### src/rtl/lac_pkg.sv
package lac_pkg;
    typedef enum logic [1:0] {
        ST_OFF  = 2'd0,
        ST_IDLE = 2'd1,
        ST_RING = 2'd2,
        ST_GAP  = 2'd3
    } lac_st_e;
endpackage

### src/rtl/lac_hyst_mon.sv
module lac_hyst_mon #(
    parameter int W    = 10,
    parameter int TRIP = 150,
    parameter int REL  = 138
) (
    input  logic                clk,
    input  logic                rst_n,
    input  logic signed [W-1:0] code_i,
    input  logic                vld_i,
    output logic                fault_o
);
    localparam logic signed [W-1:0] TRIP_C = W'(TRIP);
    localparam logic signed [W-1:0] REL_C  = W'(REL);

    logic fault_d, fault_q;

    always_comb begin
        fault_d = fault_q;
        if (vld_i) begin
            if (code_i > TRIP_C)
                fault_d = 1'b1;
            else if (code_i < REL_C)
                fault_d = 1'b0;
        end
    end

    always_ff @(posedge clk) begin
        if (!rst_n) fault_q <= 1'b0;
        else        fault_q <= fault_d;
    end

    assign fault_o = fault_q;


    trip_set_chk: assert property (@(posedge clk) disable iff (!rst_n)
        (vld_i && code_i > TRIP_C) |=> fault_o);

    rel_clr_chk: assert property (@(posedge clk) disable iff (!rst_n)
        (vld_i && code_i < REL_C) |=> !fault_o);

    no_strobe_hold_chk: assert property (@(posedge clk) disable iff (!rst_n)
        !vld_i |=> $stable(fault_o));
endmodule

### src/rtl/lac_mode_sel.sv
module lac_mode_sel (
    input  logic clk,
    input  logic rst_n,
    input  logic mode_i,
    input  logic hold_i,
    output logic mode_eff_o
);
    logic cap_d, cap_q;

    always_comb begin
        cap_d = cap_q;
        if (!hold_i) cap_d = mode_i;
    end

    always_ff @(posedge clk) begin
        if (!rst_n) cap_q <= 1'b0;
        else        cap_q <= cap_d;
    end

    assign mode_eff_o = hold_i ? cap_q : mode_i;


    hold_freeze_chk: assert property (@(posedge clk) disable iff (!rst_n)
        (hold_i && $past(hold_i)) |-> $stable(mode_eff_o));

    open_follow_chk: assert property (@(posedge clk) disable iff (!rst_n)
        !hold_i |-> (mode_eff_o == mode_i));
endmodule

### src/rtl/lac_seq.sv
module lac_seq
    import lac_pkg::*;
#(
    parameter int GAP_CYC = 4,
    parameter int ACC_TMO = 3125000
) (
    input  logic    clk,
    input  logic    rst_n,
    input  lac_st_e tgt_i,
    input  logic    zc_i,
    output logic    tip_o,
    output logic    ring_o,
    output logic    ret_o,
    output logic    acc_o
);
    localparam int CW = (GAP_CYC < 2) ? 1 : $clog2(GAP_CYC);
    localparam int TW = $clog2(ACC_TMO + 1);
    localparam logic [CW-1:0] GAP_LAST = CW'(GAP_CYC - 1);
    localparam logic [TW-1:0] TMO_LAST = TW'(ACC_TMO);

    typedef struct packed {
        lac_st_e       st;
        lac_st_e       goal;
        logic [CW-1:0] cnt;
        logic          acc;
        logic [TW-1:0] tmo;
    } seq_t;

    seq_t seq_d, seq_q;

    always_comb begin
        seq_d = seq_q;
        if (seq_q.st == ST_GAP) begin
            if (tgt_i == ST_OFF) begin
                seq_d.st = ST_OFF;
            end else if (tgt_i != seq_q.goal) begin
                seq_d.goal = tgt_i;
                seq_d.cnt  = '0;
            end else if (seq_q.cnt == GAP_LAST) begin
                seq_d.st = seq_q.goal;
            end else begin
                seq_d.cnt = seq_q.cnt + CW'(1);
            end
        end else if (tgt_i != seq_q.st) begin
            if (tgt_i == ST_OFF) begin
                seq_d.st = ST_OFF;
            end else begin
                seq_d.st   = ST_GAP;
                seq_d.goal = tgt_i;
                seq_d.cnt  = '0;
            end
        end

        if (seq_d.st == ST_RING) begin
            seq_d.acc = 1'b1;
            seq_d.tmo = '0;
        end else if (seq_q.acc) begin
            if (zc_i || seq_q.tmo == TMO_LAST) begin
                seq_d.acc = 1'b0;
                seq_d.tmo = '0;
            end else begin
                seq_d.tmo = seq_q.tmo + TW'(1);
            end
        end
    end

    always_ff @(posedge clk) begin
        if (!rst_n) begin
            seq_q.st   <= ST_OFF;
            seq_q.goal <= ST_OFF;
            seq_q.cnt  <= '0;
            seq_q.acc  <= 1'b0;
            seq_q.tmo  <= '0;
        end else begin
            seq_q <= seq_d;
        end
    end

    assign tip_o  = (seq_q.st == ST_IDLE);
    assign ring_o = (seq_q.st == ST_IDLE);
    assign ret_o  = (seq_q.st == ST_RING);
    assign acc_o  = seq_q.acc;


    bbm_ret_chk: assert property (@(posedge clk) disable iff (!rst_n)
        $rose(ret_o) |-> $past(!tip_o));

    bbm_acc_chk: assert property (@(posedge clk) disable iff (!rst_n)
        ($rose(acc_o) && !$past(ret_o)) |-> $past(!ring_o));

    no_short_chk: assert property (@(posedge clk) disable iff (!rst_n)
        !(tip_o && ret_o));

    acc_zc_rel_chk: assert property (@(posedge clk) disable iff (!rst_n)
        (acc_o && zc_i && tgt_i != ST_RING && !ret_o) |=> !acc_o);

    acc_win_chk: assert property (@(posedge clk) disable iff (!rst_n)
        seq_q.tmo <= TMO_LAST);
endmodule

### src/rtl/line_access_ctrl.sv
module line_access_ctrl
    import lac_pkg::*;
#(
    parameter int TEMP_W  = 10,
    parameter int VBAT_W  = 10,
    parameter int T_TRIP  = 150,
    parameter int T_REL   = 138,
    parameter int V_TRIP  = -10,
    parameter int V_REL   = -15,
    parameter int GAP_CYC = 4,
    parameter int ACC_TMO = 3125000
) (
    input  logic                     clk,
    input  logic                     rst_n,
    input  logic                     mode_i,
    input  logic                     hold_i,
    input  logic                     sd_pin_i,
    output logic                     sd_pull_o,
    input  logic signed [TEMP_W-1:0] temp_code_i,
    input  logic                     temp_vld_i,
    input  logic signed [VBAT_W-1:0] vbat_code_i,
    input  logic                     vbat_vld_i,
    input  logic                     zc_i,
    output logic                     en_tip_brk_o,
    output logic                     en_ring_brk_o,
    output logic                     en_ret_o,
    output logic                     en_acc_o
);
    logic    therm_flt, bat_flt, mode_eff;
    lac_st_e tgt;

    lac_hyst_mon #(.W(TEMP_W), .TRIP(T_TRIP), .REL(T_REL)) therm_mon_i (
        .clk(clk), .rst_n(rst_n), .code_i(temp_code_i),
        .vld_i(temp_vld_i), .fault_o(therm_flt));

    lac_hyst_mon #(.W(VBAT_W), .TRIP(V_TRIP), .REL(V_REL)) bat_mon_i (
        .clk(clk), .rst_n(rst_n), .code_i(vbat_code_i),
        .vld_i(vbat_vld_i), .fault_o(bat_flt));

    lac_mode_sel mode_sel_i (
        .clk(clk), .rst_n(rst_n), .mode_i(mode_i), .hold_i(hold_i),
        .mode_eff_o(mode_eff));

    always_comb begin
        if (!sd_pin_i || therm_flt || bat_flt) tgt = ST_OFF;
        else if (mode_eff)                     tgt = ST_RING;
        else                                   tgt = ST_IDLE;
    end

    lac_seq #(.GAP_CYC(GAP_CYC), .ACC_TMO(ACC_TMO)) seq_i (
        .clk(clk), .rst_n(rst_n), .tgt_i(tgt), .zc_i(zc_i),
        .tip_o(en_tip_brk_o), .ring_o(en_ring_brk_o),
        .ret_o(en_ret_o), .acc_o(en_acc_o));

    assign sd_pull_o = therm_flt;


    pin_low_off_chk: assert property (@(posedge clk) disable iff (!rst_n)
        !sd_pin_i |=> (!en_tip_brk_o && !en_ring_brk_o && !en_ret_o));

    therm_off_chk: assert property (@(posedge clk) disable iff (!rst_n)
        sd_pull_o |=> (!en_tip_brk_o && !en_ret_o));

    bat_off_chk: assert property (@(posedge clk) disable iff (!rst_n)
        bat_flt |=> (!en_ring_brk_o && !en_ret_o));
endmodule

### config.mk
export PLATFORM = sky130hd
export DESIGN_NAME = line_access_ctrl
export DESIGN_NICKNAME = d
export VERILOG_FILES = /design/src/rtl/lac_pkg.sv /design/src/rtl/lac_hyst_mon.sv /design/src/rtl/lac_mode_sel.sv /design/src/rtl/lac_seq.sv /design/src/rtl/line_access_ctrl.sv
export SDC_FILE = /design/constraint.sdc
export NUM_CORES = 1
export LEC_CHECK = 0
export BUFFER_PORTS_ARGS = -buffer_cell sky130_fd_sc_hd__buf_2
export CELL_PAD_IN_SITES_DETAIL_PLACEMENT = 0
export CELL_PAD_IN_SITES_GLOBAL_PLACEMENT = 1
export CORE_MARGIN = 5
export CORE_UTILIZATION = 43
export DETAILED_ROUTE_END_ITERATION = 10
export PLACE_DENSITY = 0.89
export RECOVER_POWER = 50
export SYNTH_ARGS = -nofsm -noshare
export SYNTH_HDL_FRONTEND = slang
export SYNTH_SLANG_ARGS = --single-unit
export TNS_END_PERCENT = 30
### constraint.sdc
create_clock -name clk -period 2.9 [get_ports clk]
set_input_delay 0.145 -clock clk [delete_from_list [all_inputs] [get_ports clk]]
set_output_delay 0.145 -clock clk [all_outputs]
set_load 0.02 [all_outputs]
======== After elaboration in Yosys (flattened, before gate mapping) ========
Index checks and enable logic that the tools add are counted.
word-level totals
  output and inout bits ................... 5
  register bits after elaboration ......... 32
  input port bits ......................... 28
cells by class
  bitwise logic cells ..................... 1
  multiplexer cells ....................... 22
  $lt $le $gt $ge ......................... 4
  equal/unequal tests ..................... 12
  add/sub/neg operators ................... 2
  reductions and logical operators ........ 13
operators by type and width
  cell                                                                   count
  23-bit 2-to-1 mux                                                      2
  22-bit by 1-bit adder with 22-bit output, second input constant        1
  22-bit equality test, second input constant                            1
  22-bit 2-to-1 mux                                                      1
  2-bit 2-to-1 mux                                                       9
  6-bit 2-to-1 mux                                                       2
  10-bit by 5-bit > comparator with 1-bit output, second input constant  1
  10-bit by 9-bit > comparator with 1-bit output, second input constant  1
  10-bit by 5-bit < comparator with 1-bit output, second input constant  1
  10-bit by 9-bit < comparator with 1-bit output, second input constant  1
  2-bit equality test, second input constant                             4
  4-bit 2-to-1 mux                                                       2
  4-bit AND reduction                                                    2
  1-bit 2-to-1 mux                                                       6
  2-bit inequality test, second input constant                           3
  2-bit nonzero test                                                     3
  2-bit inequality test                                                  2
  2-bit AND reduction                                                    2
  1-bit logical OR                                                       3
  3-bit inequality test, second input constant                           1
  2-bit by 1-bit adder with 2-bit output, second input constant          1
  2-bit by 1-bit equality test with 1-bit output, second input constant  1
  2-bit logical NOT                                                      1
  2-bit OR reduction                                                     1
  2 further kinds                                                        2

======== Longest topological paths before layout ========
Gate-level depths: netlist (run 1).
  depth in word-level cells ............... 10
  gate-level depth with buffers ........... 8
  gate-level depth less buffers ........... 7

======== Hierarchy ========
Synthesis (run 1) repeated with hierarchy kept, for this count alone.
unflattened totals
  cell total of the unflattened synthesis .. 235
  area total of the unflattened synthesis .. 1894.3 um^2
modules (own cells, without submodules)
  module                       instances  cells an instance  area an instance (um^2)
  lac_seq                      1          206                1640.3
  lac_hyst_mon at therm_mon_i  1          14                 97.6
  lac_hyst_mon at bat_mon_i    1          10                 85.1
  lac_mode_sel                 1          3                  43.8
  line_access_ctrl             1          2                  27.5

======== Worst setup path after synthesis (run 1) ========
No wires, ideal clock.
  kind .................................... register to register
  start point ............................. register seq_i.seq_q[0] (netlist name)
  end point ............................... register seq_i.seq_q[20] (netlist name)
  library setup time ...................... 74 ps
  slack ................................... 1049 ps
  path buffers ............................ 1
  arrival ................................. 1777 ps
  cell stages (with the launch flop) ...... 9
  clock period less this slack ............ 1851 ps
  path through ............................ dfxtp_1 -> inv_1 -> ha_1 -> or4bb_1 -> nor4_4 -> a211o_1 -> buf_4 -> or3_1 -> a31oi_1
on the way
  word-level cells in the longest chain between the ends .. 3
  elaborated cells between the ends (all ways) .. 4
  classes of those cells .................. 1 x add/sub; 1 x eq/ne; 1 x mux; 1 x reduce/logical
RTL lines
  item                                                                              RTL line       source
  from (decl)                                                                       lac_seq.sv:29  seq_t seq_d, seq_q;
  from (signal assigned)                                                            lac_seq.sv:75  seq_q <= seq_d;
  branches (longest 2 deep; another with 22-bit by 1-bit adder with 22-bit output)  --
  22-bit 2-to-1 mux *                                                               lac_seq.sv:58  if (zc_i || seq_q.tmo == TMO_LAST) begin
Every way passes the cells marked *.
A chain may end at the register's enable or synchronous reset.

======== Worst setup path in the final report (run 1) ========
  start point ............................. register bat_mon_i.fault_q, in the netlist bat_mon_i.fault_o
  end point ............................... register seq_i.seq_q[2] (netlist name)
on the way
  word-level cells in the longest chain between the ends .. 8
  elaborated cells between the ends (all ways) .. 12
  classes of those cells .................. 3 x eq/ne; 6 x mux; 3 x reduce/logical
RTL lines
  item                                                               RTL line                                     source
  from (decl)                                                        lac_hyst_mon.sv:15                           logic fault_d, fault_q;
  from (signal assigned)                                             lac_hyst_mon.sv:29                           else fault_q <= fault_d;
  1-bit logical OR *                                                 line_access_ctrl.sv:45                       if (!sd_pin_i || therm_flt || bat_flt) tgt = ST_OFF;
  2-bit 2-to-1 mux *                                                 line_access_ctrl.sv:45
  2-bit inequality test / 2-bit logical NOT (equally long branches)  lac_seq.sv:36, lac_seq.sv:34, lac_seq.sv:45
  2-bit 2-to-1 mux (on tied branches)                                lac_seq.sv:36, lac_seq.sv:45
  2-bit 2-to-1 mux / 6-bit 2-to-1 mux (equally long branches)        lac_seq.sv:34, lac_seq.sv:44
  6-bit 2-to-1 mux *                                                 lac_seq.sv:33                                if (seq_q.st == ST_GAP) begin
  2-bit equality test *                                              lac_seq.sv:54                                if (seq_d.st == ST_RING) begin
  2-bit OR reduction (no source line) *                              --
Mark *: on every way between the ends. The rest lies on a longest branch, timed or not. The select of a mux whose other input is x is not followed.

==> impl_metrics.sql, run 1 <==
INSERT INTO impl_metrics (metric_group, metric, value, unit) VALUES
('die', 'die-area', '5860', 'um^2'),
('route', 'final_routed_wirelength_across_all_metal_layers', '4620', 'um'),
('grt', 'first_global_vias', '1679', ''),
('power_and_ir_drop', 'design_power_total', '966', 'uW'),
('clock_network', 'clock_tree_from_tritoncts', 'built', ''),
('layout', 'post_route_cells_drive_above_1_share', '0.155', ''),
('die', 'die_y', '76.6', 'um'),
('synth', 'synth.lib_cells_used.distinct', '50', ''),
('layout', 'layout-area-overhead-vs-synth', '14.1', '%'),
('clock_network', 'cts-buffers-inserted', '5', ''),
('grt', 'grt_first_pass_wirelength', '7650', 'um'),
('layout', 'layout.area.seq', '641', 'um^2'),
('critical_path', 'cp_max_fo', '21', ''),
('layout', 'most_frequent_standard_cell_in_the_layout_excluding_fill_and_tap_cells', 'dfxtp_1', ''),
('clock_network', 'clk_root_buffer_cell', 'clkbuf_8', ''),
('sta', 'hold_ws', '0.0216', 'ns'),
('synth', 'synth-warning-count', '0', ''),
('critical_path', 'cp_slowest_cell', 'nor3b_1', ''),
('critical_path', 'cpLargestDelayFamily', 'simple AND/OR/NAND/NOR gates', ''),
('sta', 'final_period_minus_worst_setup_slack', '2.37', 'ns'),
('sta', 'timing.max_slew.rel_slack', '0.363', ''),
('grt', 'grt_antenna_before_repair', '0', ''),
('sta', 'fin_setup_tns', '0', 'ns'),
('grt', 'grtUsageMet3', '0.0402', ''),
('die', 'initial_core_util', '0.440', ''),
('clock_network', 'cts_resized', '0', ''),
('synth', 'syn-instance-count', '248', ''),
('grt', 'globalRoute.totalOverflow', '0', ''),
('die', 'core-area', '4320', 'um^2'),
('synth', 'count_of_flip_flops_with_a_built_in_enable_after_synthesis', '0', ''),
('grt', 'total_routing_usage_reported_by_global_routing', '0.155', ''),
('placement', 'globalplace.congestion', '0.804', ''),
('clock_network', 'worst_setup_hold_path_clk_slew', '0.07', 'ns'),
('layout', 'nNetsFinal', '307', ''),
('grt', 'use_met1', '0.197', ''),
('sta', 'maxSlewViolCount', '0', ''),
('clock_network', 'cts_max_path_buffers', '2', ''),
('critical_path', 'setup.worst_path.start_class', 'flip-flop', ''),
('critical_path', 'timing.critical_path.slowest_cell_delay', '0.79', 'ns'),
('route', 'viasPerCell', '5.77', ''),
('die', 'rows', '24', ''),
('placement', 'io_buffer_count', '32', ''),
('route', 'dr.pass1.iters', '4', ''),
('power_and_ir_drop', 'cellLeakagePower', '0.000725', 'uW'),
('min_path', 'holdCritPathClass', 'input pin to flip-flop', ''),
('critical_path', 'critical_path_class', 'flip-flop to flip-flop', ''),
('sta', 'clock.fmax', '423', 'MHz'),
('grt', 'global_route.peak_usage_layer', 'met2', ''),
('critical_path', 'crit_chain', 'nor3b_1 > o211ai_1 > nand2_1 > a21oi_1', ''),
('critical_path', 'timing.critical_path.required', '3.04', 'ns'),
('clock_network', 'cts_setup_buffers', '0', ''),
('route', 'detail_route.wl_per_cell', '14.0', 'um'),
('clock_network', 'ctsHtreeMaxLevel', '2', ''),
('run', 'timing.max_cap.violations', '0', ''),
('layout', 'antenna_cells_inserted', '0', ''),
('route', 'drtIter0Drc', '107', ''),
('power_and_ir_drop', 'peakVddDrop', '0.000343', 'V'),
('synth', 'ys.flop_type', 'dfxtp_1', ''),
('clock_network', 'cts_num_sinks', '32', ''),
('grt', 'global_route.usage.met2', '0.254', ''),
('route', 'drc', '0', ''),
('synth', 'yosys_register_bits', '32', ''),
('power_and_ir_drop', 'power_per_cell_area', '444', 'nW/um^2'),
('synth', 'synth_nets', '279', ''),
('sta', 'final.period_utilization', '0.816', ''),
('synth', 'mappedNetlistArea', '1900', 'um^2'),
('clock_network', 'post_cts_hold_buffer_count', '0', ''),
('status', 'status', 'completed', ''),
('sta', 'worstMarginPinSlew', '0.953', 'ns'),
('layout', 'multi_input_area', '1150', 'um^2'),
('route', 'antenna_left', '0', '');
flip-flops by register name, summed over array words and instances, names as in the netlist:
register and flops:
seq_i.seq_q 28, bat_mon_i.fault_o 1, mode_sel_i.cap_q 1, seq_i.acc_o 1
therm_mon_i.fault_o 1
where the power goes:
group / total, uW / switching (uW) / internal [uW]
clock network: 425 / 170 / 255
registers: 457 / 10.1 / 447
logic: 84.0 / 48.6 / 35.4
total: 966 / 229 / 737
cells in the mapped netlist, drive strengths merged, types with 2 or more instances:
library cell	number	area (um^2)
nand2	30	113
nand3	25	125
nand4	9	56.3
nor3	5	25.0
clkbuf	8	30.0
a211oi	3	22.5
o211ai	3	22.5
nand4b	3	26.3
nor2	10	37.5
nand3b	2	15.0
nor4	5	46.3
o21ai	11	55.1
dfxtp	32	641
inv	11	41.3
mux2i	2	20.0
o21a	2	15.0
a21oi	17	88.8
and3	4	25.0
or2	3	18.8
or4	3	22.5
and2	2	12.5
buf	4	30.0
a31oi	14	87.6
a22oi	2	15.0
nor3b	2	20.0
nor2b	5	31.3
a221oi	2	17.5
ha	3	37.5
or3	11	68.8
cell families after synthesis:
kind of cell | count (synthesis) | synth area share
simple gates | 125 | 0.371
compound gates | 61 | 0.202
flops | 32 | 0.336
buf+inv | 24 | 0.0552
mux | 3 | 0.0164
fa+ha+maj | 3 | 0.0197
per-stage QoR:
| step | utilization | area (um^2) | std cells |
|---|---|---|---|
| final | 0.503 | 2170 | 329 |
| after global routing | 0.503 | 2170 | 329 |
| after CTS | 0.505 | 2180 | 329 |
| after detailed placement | 0.480 | 2080 | 321 |
| after global placement | 0.480 | 2080 | 321 |
| after floorplan | - | 1900 | 248 |
path summary, 6_finish.rpt:
check / startpoint / endpoint / slack (ns) / cells past startpoint
min: vbat_code_i[9] / bat_mon_i.fault_o / 0.02 / 2
min reg2reg: seq_i.seq_q[23] / seq_i.seq_q[23] / 0.49 / 2
max: bat_mon_i.fault_o / seq_i.seq_q[2] / 0.53 / 4
max reg2reg: bat_mon_i.fault_o / seq_i.seq_q[2] / 0.53 / 4
layout make-up:
| class | instances | share of cell area |
|---|---|---|
| sequential | 32 | 0.295 |
| multi-input combinational | 192 | 0.531 |
| tap | 52 | 0.0299 |
| clock inverter | 2 | 0.0161 |
| inverter | 12 | 0.0207 |
| clock buffer | 6 | 0.0334 |
| timing repair buffer | 33 | 0.0743 |
routing by layer:
metal	part of all wire	vias to the layer above	wire length, um
met5	0	-	0
met1	0.48	891	2230
met3	0.030	7	140
met4	0.013	0	59
li1	-	980	-
met2	0.47	21	2190
Power figures use the tool's default switching activity.
==> run 2, diff against run 1 <==
--- a/config.mk
+++ b/config.mk
@@ -9,9 +9,9 @@
 export CELL_PAD_IN_SITES_DETAIL_PLACEMENT = 0
 export CELL_PAD_IN_SITES_GLOBAL_PLACEMENT = 1
 export CORE_MARGIN = 5
-export CORE_UTILIZATION = 43
+export CORE_UTILIZATION = 36
 export DETAILED_ROUTE_END_ITERATION = 10
-export PLACE_DENSITY = 0.89
+export PLACE_DENSITY = 0.8
 export RECOVER_POWER = 50
 export SYNTH_ARGS = -nofsm -noshare
 export SYNTH_HDL_FRONTEND = slang
==> constraint.sdc (replaced) <==
create_clock -name clk -period 1.92 [get_ports clk]
set_input_delay 0.096 -clock clk [delete_from_list [all_inputs] [get_ports clk]]
set_output_delay 0.096 -clock clk [all_outputs]
set_load 0.02 [all_outputs]
==> impl_metrics.sql, run 2 (synthesis gave the netlist of run 1 again) <==
INSERT INTO impl_metrics (metric_group, metric, value, unit) VALUES
('status', 'status', 'completed', ''),
('critical_path', 'critical_path_arrival', '2.09', 'ns'),
('route', 'antenna_left', '0', ''),
('grt', 'grt_antenna_before_repair', '0', ''),
('sta', 'clock.fmax', '535', 'MHz'),
('grt', 'grt_max_degree', '22', ''),
('clock_network', 'worst_setup_hold_path_clk_slew', '0.07', 'ns'),
('clock_network', 'ctsHtreeMaxLevel', '2', ''),
('placement', 'io_buffer_count', '32', ''),
('critical_path', 'setup.worst_path.start_class', 'flip-flop', ''),
('min_path', 'hold_end', 'therm_mon_i.fault_o', ''),
('critical_path', 'worstSetupStartpoint', 'seq_i.seq_q[0]', ''),
('layout', 'most_frequent_standard_cell_in_the_layout_excluding_fill_and_tap_cells', 'dfxtp_1', ''),
('layout', 'registers.top_by_ff_count', 'seq_i.seq_q', ''),
('placement', 'globalplace.congestion', '0.842', ''),
('sta', 'setup_viol', '0', ''),
('grt', 'grtUsageMet3', '0.0336', ''),
('layout', 'fin_cells', '377', ''),
('sta', 'fin_setup_tns', '0', 'ns'),
('clock_network', 'cts-buffers-inserted', '5', ''),
('sta', 'fin_skew', '0.00660', 'ns'),
('die', 'core-area', '5110', 'um^2'),
('critical_path', 'reg2reg_to', 'seq_i.seq_q[15]', ''),
('run', 'timing.max_cap.violations', '0', ''),
('route', 'drtIter0Drc', '86', ''),
('sta', 'final.period_utilization', '0.974', ''),
('die', 'initial_core_util', '0.373', ''),
('route', 'final_routed_wirelength_across_all_metal_layers', '5160', 'um'),
('clock_network', 'cts_num_sinks', '32', ''),
('layout', 'layout.cells.most_common_list', 'dfxtp_1 (30), nand2_1 (29), buf_4 (28), buf_2 (26), nand3_1 (25)', ''),
('die', 'die_y', '82.7', 'um'),
('sta', 'final_hold_viols', '0', ''),
('placement', 'hpwlAfterDp', '3730', 'um'),
('placement', 'post-place-cells', '368', ''),
('route', 'drc', '0', ''),
('critical_path', 'critical_path_class', 'flip-flop to flip-flop', ''),
('layout', 'largest_register_ffs', '28', ''),
('power_and_ir_drop', 'power_per_cell_area', '523', 'nW/um^2'),
('layout', 'layout.area.seq', '643', 'um^2'),
('route', 'detail_route.wl_per_cell', '13.7', 'um'),
('critical_path', 'critPathCaptureType', 'flip-flop', ''),
('route', 'viasPerCell', '5.41', ''),
('layout', 'antenna_cells_inserted', '0', ''),
('layout', 'finish.utilization', '0.496', ''),
('clock_network', 'clock_tree_from_tritoncts', 'built', ''),
('route', 'routed-via-count', '2039', ''),
('critical_path', 'reg2reg_depth', '7', ''),
('die', 'chipWidth', '82.7', 'um'),
('grt', 'first_global_vias', '1771', ''),
('grt', 'global_route.usage.met2', '0.246', ''),
('sta', 'worstMarginPinSlew', '0.337', 'ns'),
('layout', 'nNetsFinal', '338', ''),
('grt', 'total_routing_usage_reported_by_global_routing', '0.154', ''),
('clock_network', 'clk_root_buffer_cell', 'clkbuf_8', ''),
('die', 'num_io_pins', '33', ''),
('critical_path', 'timing.rr.start', 'seq_i.seq_q[0]', ''),
('layout', 'multi_input_area', '1270', 'um^2'),
('sta', 'maxSlewViolCount', '0', ''),
('grt', 'use_met1', '0.204', ''),
('layout', 'layout-area-overhead-vs-synth', '33.1', '%'),
('critical_path', 'setup.reg_to_reg.worst_slack', '0.05', 'ns'),
('grt', 'globalRoute.totalOverflow', '0', ''),
('grt', 'grt_first_pass_wirelength', '8120', 'um'),
('critical_path', 'cp_max_fo', '6', ''),
('min_path', 'holdCritPathClass', 'input pin to flip-flop', ''),
('route', 'dr.pass1.iters', '4', ''),
('clock_network', 'cts_max_path_buffers', '2', ''),
('die', 'rows', '26', ''),
('power_and_ir_drop', 'peakVddDrop', '0.000424', 'V'),
('min_path', 'hold_path.startpoint', 'temp_code_i[5]', ''),
('sta', 'final_period_minus_worst_setup_slack', '1.87', 'ns'),
('die', 'die-area', '6840', 'um^2'),
('min_path', 'min_path_cells', '3', ''),
('critical_path', 'timing.critical_path.required', '2.14', 'ns'),
('clock_network', 'clkLatencyLatePin', '0.28', 'ns'),
('sta', 'grt_setup_unrepaired', 'true', ''),
('layout', 'post_route_cells_drive_above_1_share', '0.303', ''),
('grt', 'global_route.peak_usage_layer', 'met2', ''),
('layout', 'fillers', '526', ''),
('power_and_ir_drop', 'cellLeakagePower', '0.000895', 'uW'),
('sta', 'timing.max_slew.rel_slack', '0.775', '');
==> run 2: cell count changes in the layout (fill, tap and decap cells not counted), sizes merged <==
cell | before | now
dlygate4sd3 | 0 | 1
buf | 28 | 57
clkbuf | 11 | 12
bufinv | 1 | 0
==> run 2: layout make-up <==
type / instances / area share
Inverter: 12 / 0.0178
Multi-Input combinational cell: 192 / 0.500
Sequential cell: 32 / 0.254
Tap cell: 70 / 0.0346
Timing Repair Buffer: 64 / 0.164
Clock buffer: 6 / 0.0286
Clock inverter: 1 / 0.00197
==> run 2: what timing repair did <==
| action | CTS | global route |
|---|---|---|
| endpoints found under the setup margin | 10 | 15 |
| gates resized for setup | 5 | 20 |
| cloned | 0 | 0 |
| setup buffers | 0 | 1 |
| hold buffers | 1 | 0 |
| hold endpoints to repair | 1 | 0 |
| pin swaps | 1 | 11 |
==> run 2: power breakdown <==
group          switching, uW  internal [uW]  total (uW)
Sequential              15.1            675         690
Clock                    243            246         489
Combinational           78.9           67.1         146
Total                    337            988        1330
==> run 2: critical path, cell delays in order, from the launching register on <==
cell and delay (ns):
dfxtp_2 0.34, inv_2 0.04, ha_2 0.16, or4bb_4 0.21
nor4_4 0.04, a211o_4 0.37, or4_4 0.53, a21oi_2 0.12
==> run 2: worst max path at each step <==
stage                                 end  slack (ns)
final                     seq_i.seq_q[15]        0.05
after global placement     seq_i.seq_q[3]      -0.008
after floorplan           seq_i.seq_q[20]        0.07
after CTS                 seq_i.seq_q[15]      0.0008
after global routing      seq_i.seq_q[18]       -0.14
after detailed placement  seq_i.seq_q[16]       -0.04
==> run 2: metrics by stage <==
step	hold WS [ns]	worst slack (ns)	power [uW]	area [um^2]
final	0.120	0.0507	1330	2530
after global routing	0.122	-0.136	1400	2530
after CTS	0.111	0.000771	1340	2440
after detailed placement	0.276	-0.0439	849	2330
after global placement	0.273	-0.00773	847	2330
after floorplan	0.186	0.0690	784	1900
==> run 2: layer usage <==
layer,vias to the layer above,part of all wire,wire [um]
met3,8,0.044,228
met5,-,0,0
li1,1044,-,-
met1,957,0.45,2320
met4,0,0.012,63
met2,30,0.49,2550
==> run 3, diff against run 2 <==
--- a/config.mk
+++ b/config.mk
@@ -7,11 +7,11 @@
 export LEC_CHECK = 0
 export BUFFER_PORTS_ARGS = -buffer_cell sky130_fd_sc_hd__buf_2
 export CELL_PAD_IN_SITES_DETAIL_PLACEMENT = 0
-export CELL_PAD_IN_SITES_GLOBAL_PLACEMENT = 1
+export CELL_PAD_IN_SITES_GLOBAL_PLACEMENT = 2
 export CORE_MARGIN = 5
-export CORE_UTILIZATION = 36
+export CORE_UTILIZATION = 29
 export DETAILED_ROUTE_END_ITERATION = 10
-export PLACE_DENSITY = 0.8
+export PLACE_DENSITY = 0.82
 export RECOVER_POWER = 50
 export SYNTH_ARGS = -nofsm -noshare
 export SYNTH_HDL_FRONTEND = slang
==> constraint.sdc (replaced) <==
create_clock -name clk -period 1.92 [get_ports clk]
set_input_delay 0.288 -clock clk [delete_from_list [all_inputs] [get_ports clk]]
set_output_delay 0.288 -clock clk [all_outputs]
set_load 0.02 [all_outputs]
==> impl_metrics.sql, run 3 (synthesis gave the netlist of run 1 again) <==
INSERT INTO impl_metrics (metric_group, metric, value, unit) VALUES
('die', 'initial_core_util', '0.298', ''),
('power_and_ir_drop', 'peakVddDrop', '0.000459', 'V'),
('power_and_ir_drop', 'power_switching_share', '0.247', ''),
('power_and_ir_drop', 'cellLeakagePower', '0.000926', 'uW'),
('run', 'timing.max_cap.violations', '0', ''),
('sta', 'final.period_utilization', '1.01', ''),
('sta', 'timing.max_slew.rel_slack', '0.678', ''),
('critical_path', 'timing.critical_path.required', '2.09', 'ns'),
('placement', 'placement.cell_area', '2380', 'um^2'),
('layout', 'registers.top_by_ff_count', 'seq_i.seq_q', ''),
('die', 'die-area', '8290', 'um^2'),
('critical_path', 'setup.worst_path.start_class', 'flip-flop', ''),
('route', 'drtIter0Drc', '128', ''),
('min_path', 'holdCritPathClass', 'input pin to flip-flop', ''),
('status', 'violations', 'setup timing', ''),
('sta', 'hold_ws', '0.172', 'ns'),
('power_and_ir_drop', 'power_per_cell_area', '542', 'nW/um^2'),
('sta', 'setup_viol', '5', ''),
('route', 'dr.pass1.iters', '4', ''),
('grt', 'globalRoute.totalOverflow', '0', ''),
('critical_path', 'critical_path_class', 'flip-flop to flip-flop', ''),
('route', 'detailroute.wirelength.met2', '2570', 'um'),
('power_and_ir_drop', 'power_frac_comb', '0.104', ''),
('route', 'drc', '0', ''),
('clock_network', 'clk_root_buffer_cell', 'clkbuf_8', ''),
('grt', 'grt_first_pass_wirelength', '9150', 'um'),
('sta', 'worstMarginPinSlew', '0.483', 'ns'),
('clock_network', 'clock_tree_from_tritoncts', 'built', ''),
('layout', 'most_frequent_standard_cell_in_the_layout_excluding_fill_and_tap_cells', 'buf_4', ''),
('power_and_ir_drop', 'design_power_total', '1370', 'uW'),
('clock_network', 'cts_max_path_buffers', '2', ''),
('grt', 'grt_antenna_before_repair', '0', ''),
('route', 'viasPerCell', '5.22', ''),
('status', 'status', 'finished with violations', ''),
('grt', 'grt_max_degree', '26', ''),
('layout', 'largest_register_ffs', '28', ''),
('critical_path', 'critical_path_arrival', '2.10', 'ns'),
('layout', 'layout.cells.most_common_list', 'buf_4 (34), nand2_1 (30), dfxtp_1 (30), buf_2 (29), nand3_1 (25)', ''),
('clock_network', 'cts_num_sinks', '32', ''),
('clock_network', 'ctsHtreeMaxLevel', '2', ''),
('route', 'detail_route.wl_per_cell', '13.5', 'um'),
('layout', 'fin_cells', '390', ''),
('layout', 'stdcell_area', '2530', 'um^2'),
('sta', 'setup_ws', '-0.0177', 'ns'),
('grt', 'total_routing_usage_reported_by_global_routing', '0.131', ''),
('clock_network', 'cts-buffers-inserted', '5', ''),
('power_and_ir_drop', 'p_seq_frac', '0.502', ''),
('route', 'final_routed_wirelength_across_all_metal_layers', '5250', 'um'),
('sta', 'final_hold_viols', '0', ''),
('sta', 'final_period_minus_worst_setup_slack', '1.94', 'ns'),
('layout', 'antenna_cells_inserted', '0', ''),
('clock_network', 'clkLatencyLatePin', '0.28', 'ns'),
('sta', 'clock.fmax', '516', 'MHz'),
('critical_path', 'cp_max_fo', '6', ''),
('power_and_ir_drop', 'p_clk_frac', '0.393', ''),
('die', 'num_io_pins', '33', ''),
('route', 'wl_met3', '92', 'um'),
('critical_path', 'critPathCaptureType', 'flip-flop', ''),
('placement', 'io_buffer_count', '32', ''),
('power_and_ir_drop', 'power.internal', '1030', 'uW'),
('clock_network', 'worst_setup_hold_path_clk_slew', '0.07', 'ns'),
('route', 'antenna_left', '0', ''),
('placement', 'hpwlAfterDp', '3920', 'um'),
('grt', 'first_global_vias', '1955', ''),
('layout', 'nNetsFinal', '343', ''),
('sta', 'grt_setup_unrepaired', 'true', ''),
('route', 'wirelength_met1', '2520', 'um'),
('layout', 'post_route_cells_drive_above_1_share', '0.297', ''),
('route', 'highest_layer', 'met4', ''),
('die', 'chipWidth', '91.0', 'um'),
('layout', 'fillers', '678', ''),
('placement', 'post-place-cells', '381', ''),
('sta', 'fin_skew', '0.00654', 'ns'),
('route', 'routed-via-count', '2034', ''),
('sta', 'maxSlewViolCount', '0', ''),
('placement', 'globalplace.congestion', '0.807', ''),
('die', 'core-area', '6390', 'um^2'),
('die', 'die_y', '91.0', 'um'),
('die', 'rows', '29', ''),
('layout', 'layout-area-overhead-vs-synth', '33.1', '%'),
('power_and_ir_drop', 'power.net_switching', '340', 'uW');
==> run 3: changes by cell type in the layout (fill, tap and decap cells not counted), sizes merged <==
cell / previous run / this run
buf: 57 / 66
clkbuf: 12 / 11
clkinv: 2 / 1
dlygate4sd3: 1 / 0
==> run 3: what timing repair did <==
action,CTS,global route
gates resized for setup,0,16
pin swaps,1,1
endpoints found under the hold margin,0,0
hold buffers,0,0
gates cloned,0,0
setup endpoints to repair,6,22
setup buffers,0,1
==> run 3: critical path, cell delays in order (launching register included) <==
cell and delay [ns]:
dfxtp_2 0.32, inv_2 0.06, ha_2 0.15, or4bb_4 0.46
nor4_4 0.22, a211o_1 0.30, buf_6 0.14, or3_1 0.10
a31oi_1 0.07
==> run 3: per-stage QoR <==
stage               setup TNS [ns]   util  worst slack, ns
floorplan                        0      -           0.0690
global placement                 0  0.373          0.00811
detailed placement         -0.0865  0.373          -0.0446
CTS                        -0.0663  0.387          -0.0367
global route                 -1.12  0.397           -0.124
finish                     -0.0437  0.397          -0.0177
==> run 3: path summary, 6_finish.rpt <==
kind | slack, ns | from | depth (start not counted) | to
hold reg to reg | 0.49 | seq_i.seq_q[23] | 2 | seq_i.seq_q[23]
setup / recovery | -0.02 | seq_i.seq_q[0] | 8 | seq_i.seq_q[3]
setup reg to reg | -0.02 | seq_i.seq_q[0] | 8 | seq_i.seq_q[3]
hold / removal | 0.17 | vbat_code_i[9] | 2 | bat_mon_i.fault_o
==> run 3: layout make-up <==
class                           instances  area [um^2]  area share
Tap cell                               77         96.3      0.0380
Timing Repair Buffer                   69          454       0.179
Sequential cell                        32          643       0.254
Multi-Input combinational cell        192         1210       0.476
Inverter                               12         45.0      0.0178
Clock buffer                            8         90.1      0.0355
==> run 3: routing by layer <==
layer | up-vias | GRT usage
met5 | - | 0
met1 | 951 | 0.169
met4 | 0 | 0.0513
met2 | 19 | 0.213
li1 | 1056 | -
met3 | 8 | 0.0273
==> run 3: power by group through the flow <==
stage               sequential [uW]  combinational (uW)  clock, uW
floorplan                       703                81.4          0
global placement                705                 145          0
detailed placement              705                 144          0
CTS                             689                 145        557
global route                    692                 162        589
finish                          690                 143        540
